`config.mk`:
```
export PLATFORM = sky130hd
export DESIGN_NAME = serial_reg_slave
export DESIGN_NICKNAME = d
export VERILOG_FILES = /design/src/rtl/serial_reg_slave.sv
export SDC_FILE = /design/constraint.sdc
export NUM_CORES = 1
export LEC_CHECK = 0
export ABC_AREA = 1
export BUFFER_PORTS_ARGS = -buffer_cell sky130_fd_sc_hd__buf_2
export CAP_MARGIN = 5
export CORE_AREA = 2 2 136 138
export DETAILED_ROUTE_END_ITERATION = 10
export DIE_AREA = 0 0 138 140
export HOLD_SLACK_MARGIN = 0.06
export PLACE_DENSITY_LB_ADDON = 0.1
export SYNTH_ARGS = -nofsm -noshare
export SYNTH_HDL_FRONTEND = slang
export SYNTH_SLANG_ARGS = --single-unit
```
`constraint.sdc`:
```
create_clock -name clk -period 4.1 [get_ports clk]
set_input_delay 0 -clock clk [delete_from_list [all_inputs] [get_ports clk]]
set_output_delay 0 -clock clk [all_outputs]
set_load 0.05 [all_outputs]
```
`src/rtl/serial_reg_slave.sv`:
```
module serial_reg_slave #(
  parameter int DW          = 12,
  parameter int AW          = 4,
  parameter int NREG        = 10,
  parameter int SYNC        = 2,
  parameter int MIN_LEN     = 2,
  parameter int MUX_REG     = 7,
  parameter int MODCTL_REG  = 8,
  parameter int MODDAT_REG  = 9,
  parameter int MUX_LSB     = 6,
  parameter logic [2:0] LOOP_CODE = 3'b101,
  parameter int ALT_BIT     = 0,
  parameter int NOADDR_BIT  = 1,
  parameter int PRESET_A    = 0,
  parameter int PRESET_B    = 3,
  parameter int PRESET_VAL  = 6,
  localparam int LENW       = $clog2(DW + 1)
) (
  input  logic              clk,
  input  logic              rst_n,
  input  logic              sclk,
  input  logic              cs_n,
  input  logic              sdata,
  input  logic              mod_in,
  output logic              mux_out,
  output logic [NREG*DW-1:0] reg_bank,
  output logic              wr_stb,
  output logic [AW-1:0]     wr_addr,
  output logic [DW-1:0]     wr_data,
  output logic              mod_stb,
  output logic [DW-1:0]     mod_data,
  output logic [LENW-1:0]   mod_len
);
  localparam int FRAME = AW + DW;
  localparam int CNTW  = $clog2(FRAME + 1);

  function automatic logic [DW-1:0] preset(input int i);
    return (i == PRESET_A || i == PRESET_B) ? DW'(PRESET_VAL) : '0;
  endfunction

  logic [SYNC:0] sck_q, csn_q, sd_q, mi_q;

  always_ff @(posedge clk or negedge rst_n)
    if (!rst_n) begin
      sck_q <= '0;
      csn_q <= '1;
      sd_q  <= '0;
      mi_q  <= '0;
    end else begin
      sck_q <= {sck_q[SYNC-1:0], sclk};
      csn_q <= {csn_q[SYNC-1:0], cs_n};
      sd_q  <= {sd_q[SYNC-1:0], sdata};
      mi_q  <= {mi_q[SYNC-1:0], mod_in};
    end

  wire sck_rise = sck_q[SYNC-1] & ~sck_q[SYNC];
  wire sck_fall = ~sck_q[SYNC-1] & sck_q[SYNC];
  wire csn_now  = csn_q[SYNC-1];
  wire commit   = csn_now & ~csn_q[SYNC];

  logic [FRAME-1:0] sh_main, sh_alt;
  logic [CNTW-1:0]  cnt;

  always_ff @(posedge clk or negedge rst_n)
    if (!rst_n) begin
      sh_main <= '0;
      sh_alt  <= '0;
      cnt     <= '0;
    end else if (csn_now) begin
      cnt <= '0;
    end else if (sck_rise) begin
      sh_main <= {sh_main[FRAME-2:0], sd_q[SYNC-1]};
      sh_alt  <= {sh_alt[FRAME-2:0], mi_q[SYNC-1]};
      if (cnt != CNTW'(FRAME)) cnt <= cnt + 1'b1;
    end

  logic [DW-1:0] regs [NREG];

  wire             no_addr  = regs[MODCTL_REG][NOADDR_BIT];
  wire             use_alt  = regs[MODCTL_REG][ALT_BIT];
  wire [FRAME-1:0] smp_src  = use_alt ? sh_alt : sh_main;
  wire [AW-1:0]    fr_addr  = sh_main[FRAME-1 -: AW];
  wire [DW-1:0]    fr_data  = sh_main[DW-1:0];

  wire take_smp = commit && cnt >= CNTW'(MIN_LEN) && (no_addr || cnt <= CNTW'(DW));
  wire take_wr  = commit && !no_addr && cnt == CNTW'(FRAME) && int'(fr_addr) < NREG;

  wire [LENW-1:0] smp_len = (cnt > CNTW'(DW)) ? LENW'(DW) : LENW'(cnt);
  logic [DW-1:0]  smp_val;

  always_comb
    for (int i = 0; i < DW; i++)
      smp_val[i] = smp_src[i] && (i < int'(smp_len));

  always_ff @(posedge clk or negedge rst_n)
    if (!rst_n) begin
      for (int i = 0; i < NREG; i++) regs[i] <= preset(i);
      wr_stb   <= 1'b0;
      mod_stb  <= 1'b0;
      wr_addr  <= '0;
      wr_data  <= '0;
      mod_data <= '0;
      mod_len  <= '0;
    end else begin
      wr_stb  <= take_wr;
      mod_stb <= take_smp;
      if (take_wr) begin
        wr_addr <= fr_addr;
        wr_data <= fr_data;
      end
      if (take_smp) begin
        mod_data <= smp_val;
        mod_len  <= smp_len;
      end
      for (int i = 0; i < NREG; i++)
        if (take_wr && fr_addr == AW'(i)) regs[i] <= fr_data;
        else if (take_smp && i == MODDAT_REG) regs[i] <= smp_val;
    end

  logic lb_bit;

  always_ff @(posedge clk or negedge rst_n)
    if (!rst_n) lb_bit <= 1'b0;
    else if (sck_fall) lb_bit <= sh_main[0];

  assign mux_out = (regs[MUX_REG][MUX_LSB +: 3] == LOOP_CODE) && lb_bit;

  for (genvar g = 0; g < NREG; g++) begin : g_bank
    assign reg_bank[g*DW +: DW] = regs[g];
  end
endmodule

```
# Yosys cells after proc, flatten, opt, wreduce, memory -nomap -nowiden
# Cells that the tools add are included.
# W data, S select, Z words.
[totals]
latchBits = 0
mem_bits_ro = 0
inputBits = 6
register_bits = 198
mem_bits_rw = 0
memories = 0
wordCells = 103
[op_classes]
n_reduce_logical = 36
n_eq_ne = 12
add_sub_neg = 1
div = 0
n_bitwise = 7
shift = 0
n_mux = 7
multipliers = 0
order_cmp = 16
[op_table]
columns = ["operator", "count"]
rows = [
  ["$mux W12", 3],
  ["$logic_and A1 B1 Y1", 28],
  ["$eq A4 B3 Y1 const B", 4],
  ["$lt A3 B4 Y1 const A", 4],
  ["$lt A4 B4 Y1 const A", 4],
  ["$mux W5", 3],
  ["$eq A4 B2 Y1 const B", 2],
  ["$eq A4 B4 Y1 const B", 2],
  ["$lt A1 B4 Y1 const A", 2],
  ["$lt A2 B4 Y1 const A", 2],
  ["$reduce_bool A2 Y1", 3],
  ["$add A5 B1 Y5 const B", 1],
  ["$eq A5 B5 Y1 const B", 1],
  ["$ge A5 B2 Y1 const B", 1],
  ["$gt A5 B4 Y1 const B", 1],
  ["$le A5 B4 Y1 const B", 1],
  ["$ne A5 B5 Y1 const B", 1],
  ["$eq A4 B1 Y1 const B", 1],
  ["$logic_not A4 Y1", 1],
  ["$lt A4 B4 Y1 const B", 1],
  ["$mux W4", 1],
  ["$not A1 Y1", 4],
  ["$reduce_and A2 Y1", 2],
  ["$and A1 B1 Y1", 3],
  ["other kinds (3)", 3],
]

# Depth between registers and ports, before layout
# Gate-level depths: netlist (run 1).
[depth]
ltp_word = 7
ltp_mapped = 11
ltp_nobuf = 9

# Worst setup path after synthesis (run 1)
# OpenSTA, ideal clock, no wires.
[synth_timing]
kind = "register to output"
start = "reg regs, in the netlist reg_bank[92]"
end = "out mux_out"
slack_ps = 2216
path_stages_with_launch = 3
arrival_time_ps = 1884
t_required_ps = 4100
n_path_buf = 0
path_cell_list = "dfrtp_1 > nand2_1 > nor3b_1"
[synth_between]
elab_chain_cells = 2
[synth_rtl]
columns = ["item", "line_no", "text"]
rows = [
  ["from (decl)", "77", "logic [DW-1:0] regs [NREG];"],
  ["from (signal, indexed assignment)", "116", "if (take_wr && fr_addr == AW'(i)) regs[i] <= fr_data;"],
  ["from (signal, indexed assignment)", "117", "else if (take_smp && i == MODDAT_REG) regs[i] <= smp_val;"],
  ["$eq A3 B3 Y1", "126", "assign mux_out = (regs[MUX_REG][MUX_LSB +: 3] == LOOP_CODE) && lb_bit;"],
  ["$logic_and A1 B1 Y1", "126", ""],
  ["to (decl)", "25", "output logic mux_out,"],
]
# No other way between the ends.

# Final worst setup path (run 1)
[layout_timing]
start = "reg cnt[1]"
end = "reg regs, in the netlist reg_bank[67]"
[layout_between]
elab_chain_cells = 4
[layout_rtl]
columns = ["item", "line_no", "text"]
rows = [
  ["from (decl)", "62", "logic [CNTW-1:0] cnt;"],
  ["from (signal assigned)", "74", "if (cnt != CNTW'(FRAME)) cnt <= cnt + 1'b1;"],
  ["$eq A5 B5 Y1", "86", "wire take_wr = commit && !no_addr && cnt == CNTW'(FRAME) && int'(fr_addr) < NREG;"],
  ["$logic_and A1 B1 Y1 (2 in a row)", "86", ""],
  ["$logic_and A1 B1 Y1", "116", ""],
]
# No other way between the ends.
# A chain may end at the register's enable or synchronous reset.

==> results of run 1 <==
[worst max-delay path: cells and delay by family (launching register included)]
kind	cells	cell delay (ps)
adders and majority gates	1	170
DFF	1	470
AOI/OAI and AO/OA	1	90
and+or+nand+nor	5	1180
buffers and inverters	2	250
[power breakdown]
| group | switching [W] | leakage [nW] | total (W) | internal [W] |
|---|---|---|---|---|
| sequential | 0.0000388 | 2.71 | 0.00204 | 0.00201 |
| combinational | 0.000225 | 1.93 | 0.000265 | 0.0000399 |
| clock | 0.000733 | 0.293 | 0.00175 | 0.00101 |
[cell usage after synthesis]
cell type  instances
buf_2             17
o211ai_1           1
o21ai_1           50
inv_1             45
a211oi_1           1
o21ai_0           85
nand3_4            2
buf_4              3
nor2_2             1
a31oi_1            1
a21oi_2            1
nand2_4            5
nor2_8             1
o31ai_1            2
clkbuf_1          25
buf_6              4
nor2_1            28
dfrtp_1          191
nand4_1           15
nand3_1           33
nand3_2            3
o21ai_2           25
a21oi_1           15
buf_12             1
nand2_2            1
nor3b_1            1
ha_1               3
dfstp_2            7
nand2_1          232
[kinds of logic after synthesis]
family,share of synthesized area
AND/OR/NAND/NOR,0.178
adder cells (fa/ha/maj),0.00478
buffers and inverters,0.0555
AO/OA/AOI/OAI,0.129
flip-flops,0.632
[cell usage in the layout (no fill, tap or decap), types with 4 or more instances in the layout]
master,count
a21oi_1,15
buf_2,159
clkbuf_16,17
clkbuf_8,4
dfrtp_1,191
dfstp_2,7
dlygate4sd3_1,5
inv_1,45
nand2_1,232
nand2_4,5
nand3_1,33
nand4_1,15
nor2_1,27
o21ai_0,85
o21ai_1,50
o21ai_2,25
[registers in the layout, indices dropped and copies added, names as in the netlist, 2 cells and up]
signal / flops
reg_bank: 120
sh_main: 16
mod_data: 12
sh_alt: 12
wr_data: 12
cnt: 5
mod_len: 4
wr_addr: 4
csn_q: 3
sck_q: 3
mi_q: 2
sd_q: 2
[through the flow]
stage | utilization | cells | power (W)
after CTS | 0.527 | 1177 | 0.00410
after detailed placement | 0.490 | 1140 | 0.00235
after global routing | 0.527 | 1177 | 0.00420
after floorplan | - | 799 | 0.00221
after global placement | 0.490 | 1140 | 0.00235
final | 0.527 | 1177 | 0.00406
[per-layer routing]
layer / up-vias / wire length, um / share of wire / GRT usage
met3: 21 / 1250 / 0.062 / 0.0598
met1: 2786 / 9590 / 0.48 / 0.304
met2: 158 / 8910 / 0.44 / 0.323
met4: 0 / 278 / 0.014 / 0.0618
met5: - / 0 / 0 / 0
li1: 2882 / - / - / -
[final cells by class]
type | instances | area, um^2 | area share
flip-flops and latches | 198 | 4960 | 0.529
well taps | 229 | 287 | 0.0306
clock buffers | 22 | 474 | 0.0506
clock inverters | 10 | 144 | 0.0153
multi-input cells | 506 | 2450 | 0.261
inverters | 45 | 169 | 0.0180
repair buffers | 167 | 887 | 0.0946
[how the worst min path moves through the flow]
stage                     startpoint  endpoint  depth (start not counted)
after global routing          mod_in   mi_q[0]                          2
after floorplan                rst_n    cnt[0]                          0
after global placement          cs_n  csn_q[0]                          1
after CTS                       sclk  sck_q[0]                          2
final                           sclk  sck_q[0]                          2
after detailed placement        cs_n  csn_q[0]                          1
==> results.cfg, run 1 <==
[worst_setup_path]
r2r_cells = 9
rr_startpoint = cnt[1]
crit_chain = inv_1, ha_1, nand2_1, inv_1, nand2_4, nor2_8, nand3_2, nand2_1, o21ai_0
cp-start-kind = register
r2r_slack_ps = 1790
slowest_delay_ps = 470
critical-path-slowest-cell = dfrtp_1
startpoint = cnt[1]
r2r-end = reg_bank[67]
endpoint = reg_bank[67]
cp.required_ps = 4380
worstPathArrival_ps = 2600
cp_max_fo = 24
worstSetupPathType = register to register
critPathCaptureType = register

[timing]
tns_ps = 0
hold_slack_ps = 210
finalSetupViolCount = 0
drv_slew = 0
fin_skew_ps = 9.02
rsz0062_at_grt = false
fin_ws_ps = 1790
fin_crit_ps = 2310
slew_headroom = 0.359
finalHoldViolCount = 0
fin_crit_sh = 0.564
worst-slew-pin-transition_ps = 962
fmax_ghz = 0.432

[die]
pin_count = 161
start_util = 0.441
rows = 49
core_area_mm2 = 0.0178
fp.dieH_um = 140
die_w_um = 138
die_area_mm2 = 0.0193

[clocking]
post_cts_buffers = 0
ctsHoldBuffers = 5
cts_max_level = 4
root_buffer = clkbuf_16
clock_sinks = 198
clk-insertion-delay-late_ps = 430
cts_max_path_buffers = 2
cts_made_buffers = 17
clk_pin_slew_ps = 70
cts_resized = 0
cts_tree = built

[global_route]
grt_pass1_vias = 5519
grt_max_degree = 119
grt_pass1_wl_mm = 32.1
grt_usage = 0.214
antenna_found_initial = 0
grt-ovfl-total = 0

[synth]
seq_area_frac_synth = 0.632
syn-num-nets = 808
yosys.area.top_type = dfrtp_1
synth-seq-cells = 198
synth.distinct_cells = 29
synthesis.area_mm2 = 0.00785
yosysWarnings = 0
syn_inst = 799
synth_top_area_frac = 0.609
syn_area_per_cell_um2 = 9.82
ys_top_cells_by_area = dfrtp_1 (61%), nand2_1 (11%), o21ai_0 (5.4%)

[finish]
syn_to_final_growth_pct = 19.5
final_net_count = 944
fill_cells = 1662
insertedDiodeCount = 0
design_area_mm2 = 0.00938
drive_above_1_share = 0.252

[routing]
drt-initial-drc-count = 403
vias = 5847
via_per_inst = 4.97
drc = 0
dr.pass1.iters = 5
antenna_left = 0
wl_mm = 20.0
wl_per_cell_um = 17.0

[min_path]
min_path_type = primary input to register

[outcome]
status = finished, final reports clean

[power]
p_per_area_mw_per_mm2 = 433
vdd_drop_max_mv = 0.324
static-leakage-power_nw = 4.93

[placement]
gp_congestion = 0.843
dp_slack_ps = 1820
place_hpwl_mm = 13.1
placed_area_mm2 = 0.00871
io_buffers = 160

[flow_run]
drv_cap = 0
(Power assumes the default switching activity.)
==> inputs of run 2 (changes only) <==
Clock period 4.1 ns to 2.05 ns, I/O delays scaled along.
==> results.cfg, run 2 (synthesis gave the netlist of run 1 again) <==
[global_route]
grt_usage = 0.218
grt_pass1_wl_mm = 33.1
grt_max_degree = 58
antenna_found_initial = 0
grt-ovfl-total = 0
grt_pass1_vias = 5740

[placement]
place_hpwl_mm = 13.7
dp_slack_ps = 85.2
io_buffers = 160
gp_congestion = 0.808

[finish]
layout_common_cells = nand2_1 (232), dfrtp_1 (191), buf_2 (159)
final_net_count = 978
insertedDiodeCount = 0
largest_register_ffs = 120
syn_to_final_growth_pct = 22.6
final_common_cell = nand2_1
drive_above_1_share = 0.279
fill_cells = 1656

[power]
static-leakage-power_nw = 5.09
p_per_area_mw_per_mm2 = 818
vdd_drop_max_mv = 0.635

[clocking]
cts_tree = built
clk_pin_slew_ps = 70
clk-insertion-delay-late_ps = 430
root_buffer = clkbuf_16
cts_max_path_buffers = 2
cts_max_level = 4
cts_made_buffers = 17
clock_sinks = 198

[worst_setup_path]
crit_chain = inv_1, ha_1, nand2_1, inv_1, nand2_4, nor2_8, buf_4, nand3_2, buf_4, nand2_1, o21ai_0
worstPathArrival_ps = 2150
r2r_slack_ps = 210
endpoint = reg_bank[19]
cp-start-kind = register
cp_max_fo = 24
r2r-end = reg_bank[19]
rr_startpoint = cnt[0]
startpoint = cnt[0]
slowest_delay_ps = 420
r2r_cells = 11
worstSetupPathType = register to register
cp.required_ps = 2350
critical-path-slowest-cell = dfrtp_1
critPathCaptureType = register

[routing]
drc = 0
wl_per_cell_um = 16.8
wl_mm = 20.4
via_per_inst = 4.97
vias = 6020
antenna_left = 0
drt-initial-drc-count = 428
dr.pass1.iters = 4

[die]
die_area_mm2 = 0.0193
core_area_mm2 = 0.0178
die_w_um = 138
pin_count = 161
rows = 49
start_util = 0.441
fp.dieH_um = 140

[timing]
fin_ws_ps = 207
fin_crit_sh = 0.899
fin_crit_ps = 1840
rsz0062_at_grt = false
slew_headroom = 0.529
finalSetupViolCount = 0
fmax_ghz = 0.543
worst-slew-pin-transition_ps = 704
drv_slew = 0
hold_slack_ps = 81.9
fin_skew_ps = 8.76
tns_ps = 0
finalHoldViolCount = 0

[flow_run]
drv_cap = 0

[outcome]
status = finished, final reports clean

[min_path]
min_path_type = primary input to asynchronous set/reset pin
==> run 2: cell count changes in the layout (fill, tap and decap cells not counted) <==
cell and delta:
buf_4 +30, buf_12 +3, bufinv_16 -3, clkbuf_8 +2
clkinv_2 +2, clkbuf_1 -1, clkinvlp_4 -1, inv_6 +1
nand3_4 +1
==> run 2: worst min-delay path by stage <==
stage	to	cells past startpoint
after detailed placement	reg_bank[108]	1
after global placement	reg_bank[118]	1
after global routing	reg_bank[116]	2
after CTS	reg_bank[108]	2
after floorplan	cnt[0]	0
final	reg_bank[118]	2
==> run 2: what timing repair did <==
action / 4_1_cts / 5_1_grt
gates resized for setup: 0 / 1
buffers inserted: 0 / 6
endpoints found under the hold margin: 196 / 0
hold buffers: 5 / 0
setup endpoints to repair: 0 / 20
==> run 2: worst max-delay path: cells and delay by family, from the launching register on <==
family / cells / cell delay (ps)
AO/OA/AOI/OAI: 1 / 80
adder cells (fa/ha/maj): 1 / 170
buffers and inverters: 4 / 610
flip-flops: 1 / 420
AND/OR/NAND/NOR: 5 / 440
==> run 2: stage by stage <==
step | util | std cells | cell area [um^2] | total power (W)
global placement | 0.503 | 1167 | 8950 | 0.00475
floorplan | - | 799 | 7850 | 0.00441
finish | 0.541 | 1211 | 9620 | 0.00787
global route | 0.541 | 1211 | 9620 | 0.00818
detailed placement | 0.503 | 1167 | 8950 | 0.00475
CTS | 0.538 | 1204 | 9560 | 0.00795
==> run 2: final cells by class <==
cell class                      instances  area [um^2]  share of cell area
Clock inverter                          9         65.1             0.00676
Tap cell                              229          287              0.0298
Clock buffer                           23          498              0.0517
Multi-Input combinational cell        507         2470               0.257
Sequential cell                       198         4960               0.516
Timing Repair Buffer                  200         1170               0.122
Inverter                               45          169              0.0176
==> run 2: power breakdown <==
group | switching (W) | total [W] | internal [W]
logic | 0.000453 | 0.000586 | 0.000133
clock network | 0.00147 | 0.00320 | 0.00172
registers | 0.0000781 | 0.00409 | 0.00401
==> run 2: per-layer routing <==
layer / vias to the layer above / part of all wire / GRT usage
li1: 2946 / - / -
met1: 2897 / 0.46 / 0.306
met2: 161 / 0.46 / 0.336
met3: 16 / 0.068 / 0.0632
met4: 0 / 0.012 / 0.0591
met5: - / 0 / 0
==> inputs of run 3 (changes only) <==
Settings changed: BUFFER_PORTS_ARGS -buffer_cell sky130_fd_sc_hd__buf_2 to unset, DONT_BUFFER_PORTS set to 1.
==> results.cfg, run 3 (synthesis gave the netlist of run 1 again) <==
[worst_setup_path]
cp_max_fo = 23
rr_startpoint = cnt[0]
crit_chain = inv_1, ha_1, nand2_1, inv_1, nand2_4, nor2_8, nand3_4, nand2_1, o21ai_2
critPathBufInv = 2
slowest_delay_ps = 420
r2r_cells = 9
critPathCaptureType = register
r2r-end = reg_bank[102]
cpLargestDelayFamily = simple AND/OR/NAND/NOR gates
critical-path-slowest-cell = dfrtp_1
cp.required_ps = 2340
worstSetupPathType = register to register
r2r_slack_ps = 180
cp-start-kind = register
worstPathArrival_ps = 2170

[power]
static-leakage-power_nw = 4.16
power.total_w = 0.00796
p_per_area_mw_per_mm2 = 912
vdd_drop_max_mv = 0.669

[die]
fp.dieH_um = 140
die_area_mm2 = 0.0193
core_area_mm2 = 0.0178
pin_count = 161
rows = 49
die_w_um = 138
start_util = 0.441

[global_route]
grt-ovfl-total = 0
grt_usage = 0.212
grt_max_degree = 199
grt_pass1_vias = 5223
grt_pass1_wl_mm = 31.5
antenna_found_initial = 0

[clocking]
cts_max_level = 4
clk_pin_slew_ps = 70
ctsHoldBuffers = 4
root_buffer = clkbuf_16
cts_resized = 0
cts_tree = built
cts_made_buffers = 17
clk-insertion-delay-late_ps = 430
clock_sinks = 198
cts_max_path_buffers = 2

[timing]
worst-slew-pin-transition_ps = 642
finalSetupViolCount = 0
tns_ps = 0
fmax_ghz = 0.534
fin_crit_sh = 0.914
slew_headroom = 0.572
rsz0062_at_grt = true
finalHoldViolCount = 198
fin_skew_ps = 10.0
hold_slack_ps = -735
fin_crit_ps = 1870
drv_slew = 0

[routing]
drt-initial-drc-count = 395
drc = 0
antenna_left = 0
dr.pass1.iters = 5
wl_per_cell_um = 19.2
wl_mm = 20.0
via_per_inst = 5.17
vias = 5379

[flow_run]
drv_cap = 0

[finish]
final_common_cell = nand2_1
syn_to_final_growth_pct = 11.2
layout_common_cells = nand2_1 (232), dfrtp_1 (191), o21ai_0 (85)
final_net_count = 811
insertedDiodeCount = 0
largest_register_ffs = 120
drive_above_1_share = 0.129

[placement]
gp_congestion = 0.822
io_buffers = 0
place_hpwl_mm = 13.5

[min_path]
min_path_type = primary input to asynchronous set/reset pin

[outcome]
failed_checks = negative hold slack
status = finished with violations
run 3: worst max path at each step:
stage            startpoint             to  slack (ps)  cells past startpoint
2_1_floorplan  reg_bank[92]        mux_out         170                      2
3_3_place_gp         cnt[0]    reg_bank[6]         130                      9
3_5_place_dp         cnt[0]  reg_bank[102]          80                      9
4_1_cts              cnt[0]  reg_bank[102]          70                      9
5_1_grt              cnt[0]   reg_bank[11]          -9                      9
6_report             cnt[0]  reg_bank[102]         180                      9
run 3: power by group:
part / switching [W] / leakage (nW) / total (W) / internal (W)
clock: 0.00140 / 0.289 / 0.00337 / 0.00197
combinational: 0.000350 / 1.16 / 0.000460 / 0.000110
sequential: 0.000119 / 2.71 / 0.00413 / 0.00401
total: 0.00187 / 4.16 / 0.00796 / 0.00609
run 3: repair_timing:
item                                    in CTS  in global routing
endpoints found under the setup margin       0                 33
endpoints found under the hold margin      202                198
setup buffers                                0                  3
run 3: routing by layer:
layer / vias up / wire [um] / GRT usage
met2: 138 / 9410 / 0.334
met5: - / 0 / 0
met3: 15 / 1470 / 0.0742
li1: 2606 / - / -
met1: 2620 / 8920 / 0.284
met4: 0 / 215 / 0.0516
run 3: cell type report:
| cell class | instances | area [um^2] |
|---|---|---|
| Tap cell | 229 | 287 |
| Fill cell | 1702 | 9050 |
| Clock buffer | 21 | 460 |
| Clock inverter | 8 | 126 |
| Inverter | 45 | 169 |
| Sequential cell | 198 | 4960 |
| Timing Repair Buffer | 34 | 265 |
| Multi-Input combinational cell | 506 | 2460 |
run 3: metrics by stage:
step / instance area [um^2] / hold WS (ps) / instances / utilization / setup WS, ps
2_1_floorplan: 7850 / -296 / 799 / - / 166
6_report: 8730 / -735 / 1041 / 0.491 / 176
3_5_place_dp: 8080 / -291 / 1005 / 0.454 / 80.7
5_1_grt: 8730 / -766 / 1041 / 0.491 / -8.99
3_3_place_gp: 8080 / -289 / 1005 / 0.454 / 126
4_1_cts: 8700 / -755 / 1038 / 0.490 / 69.1
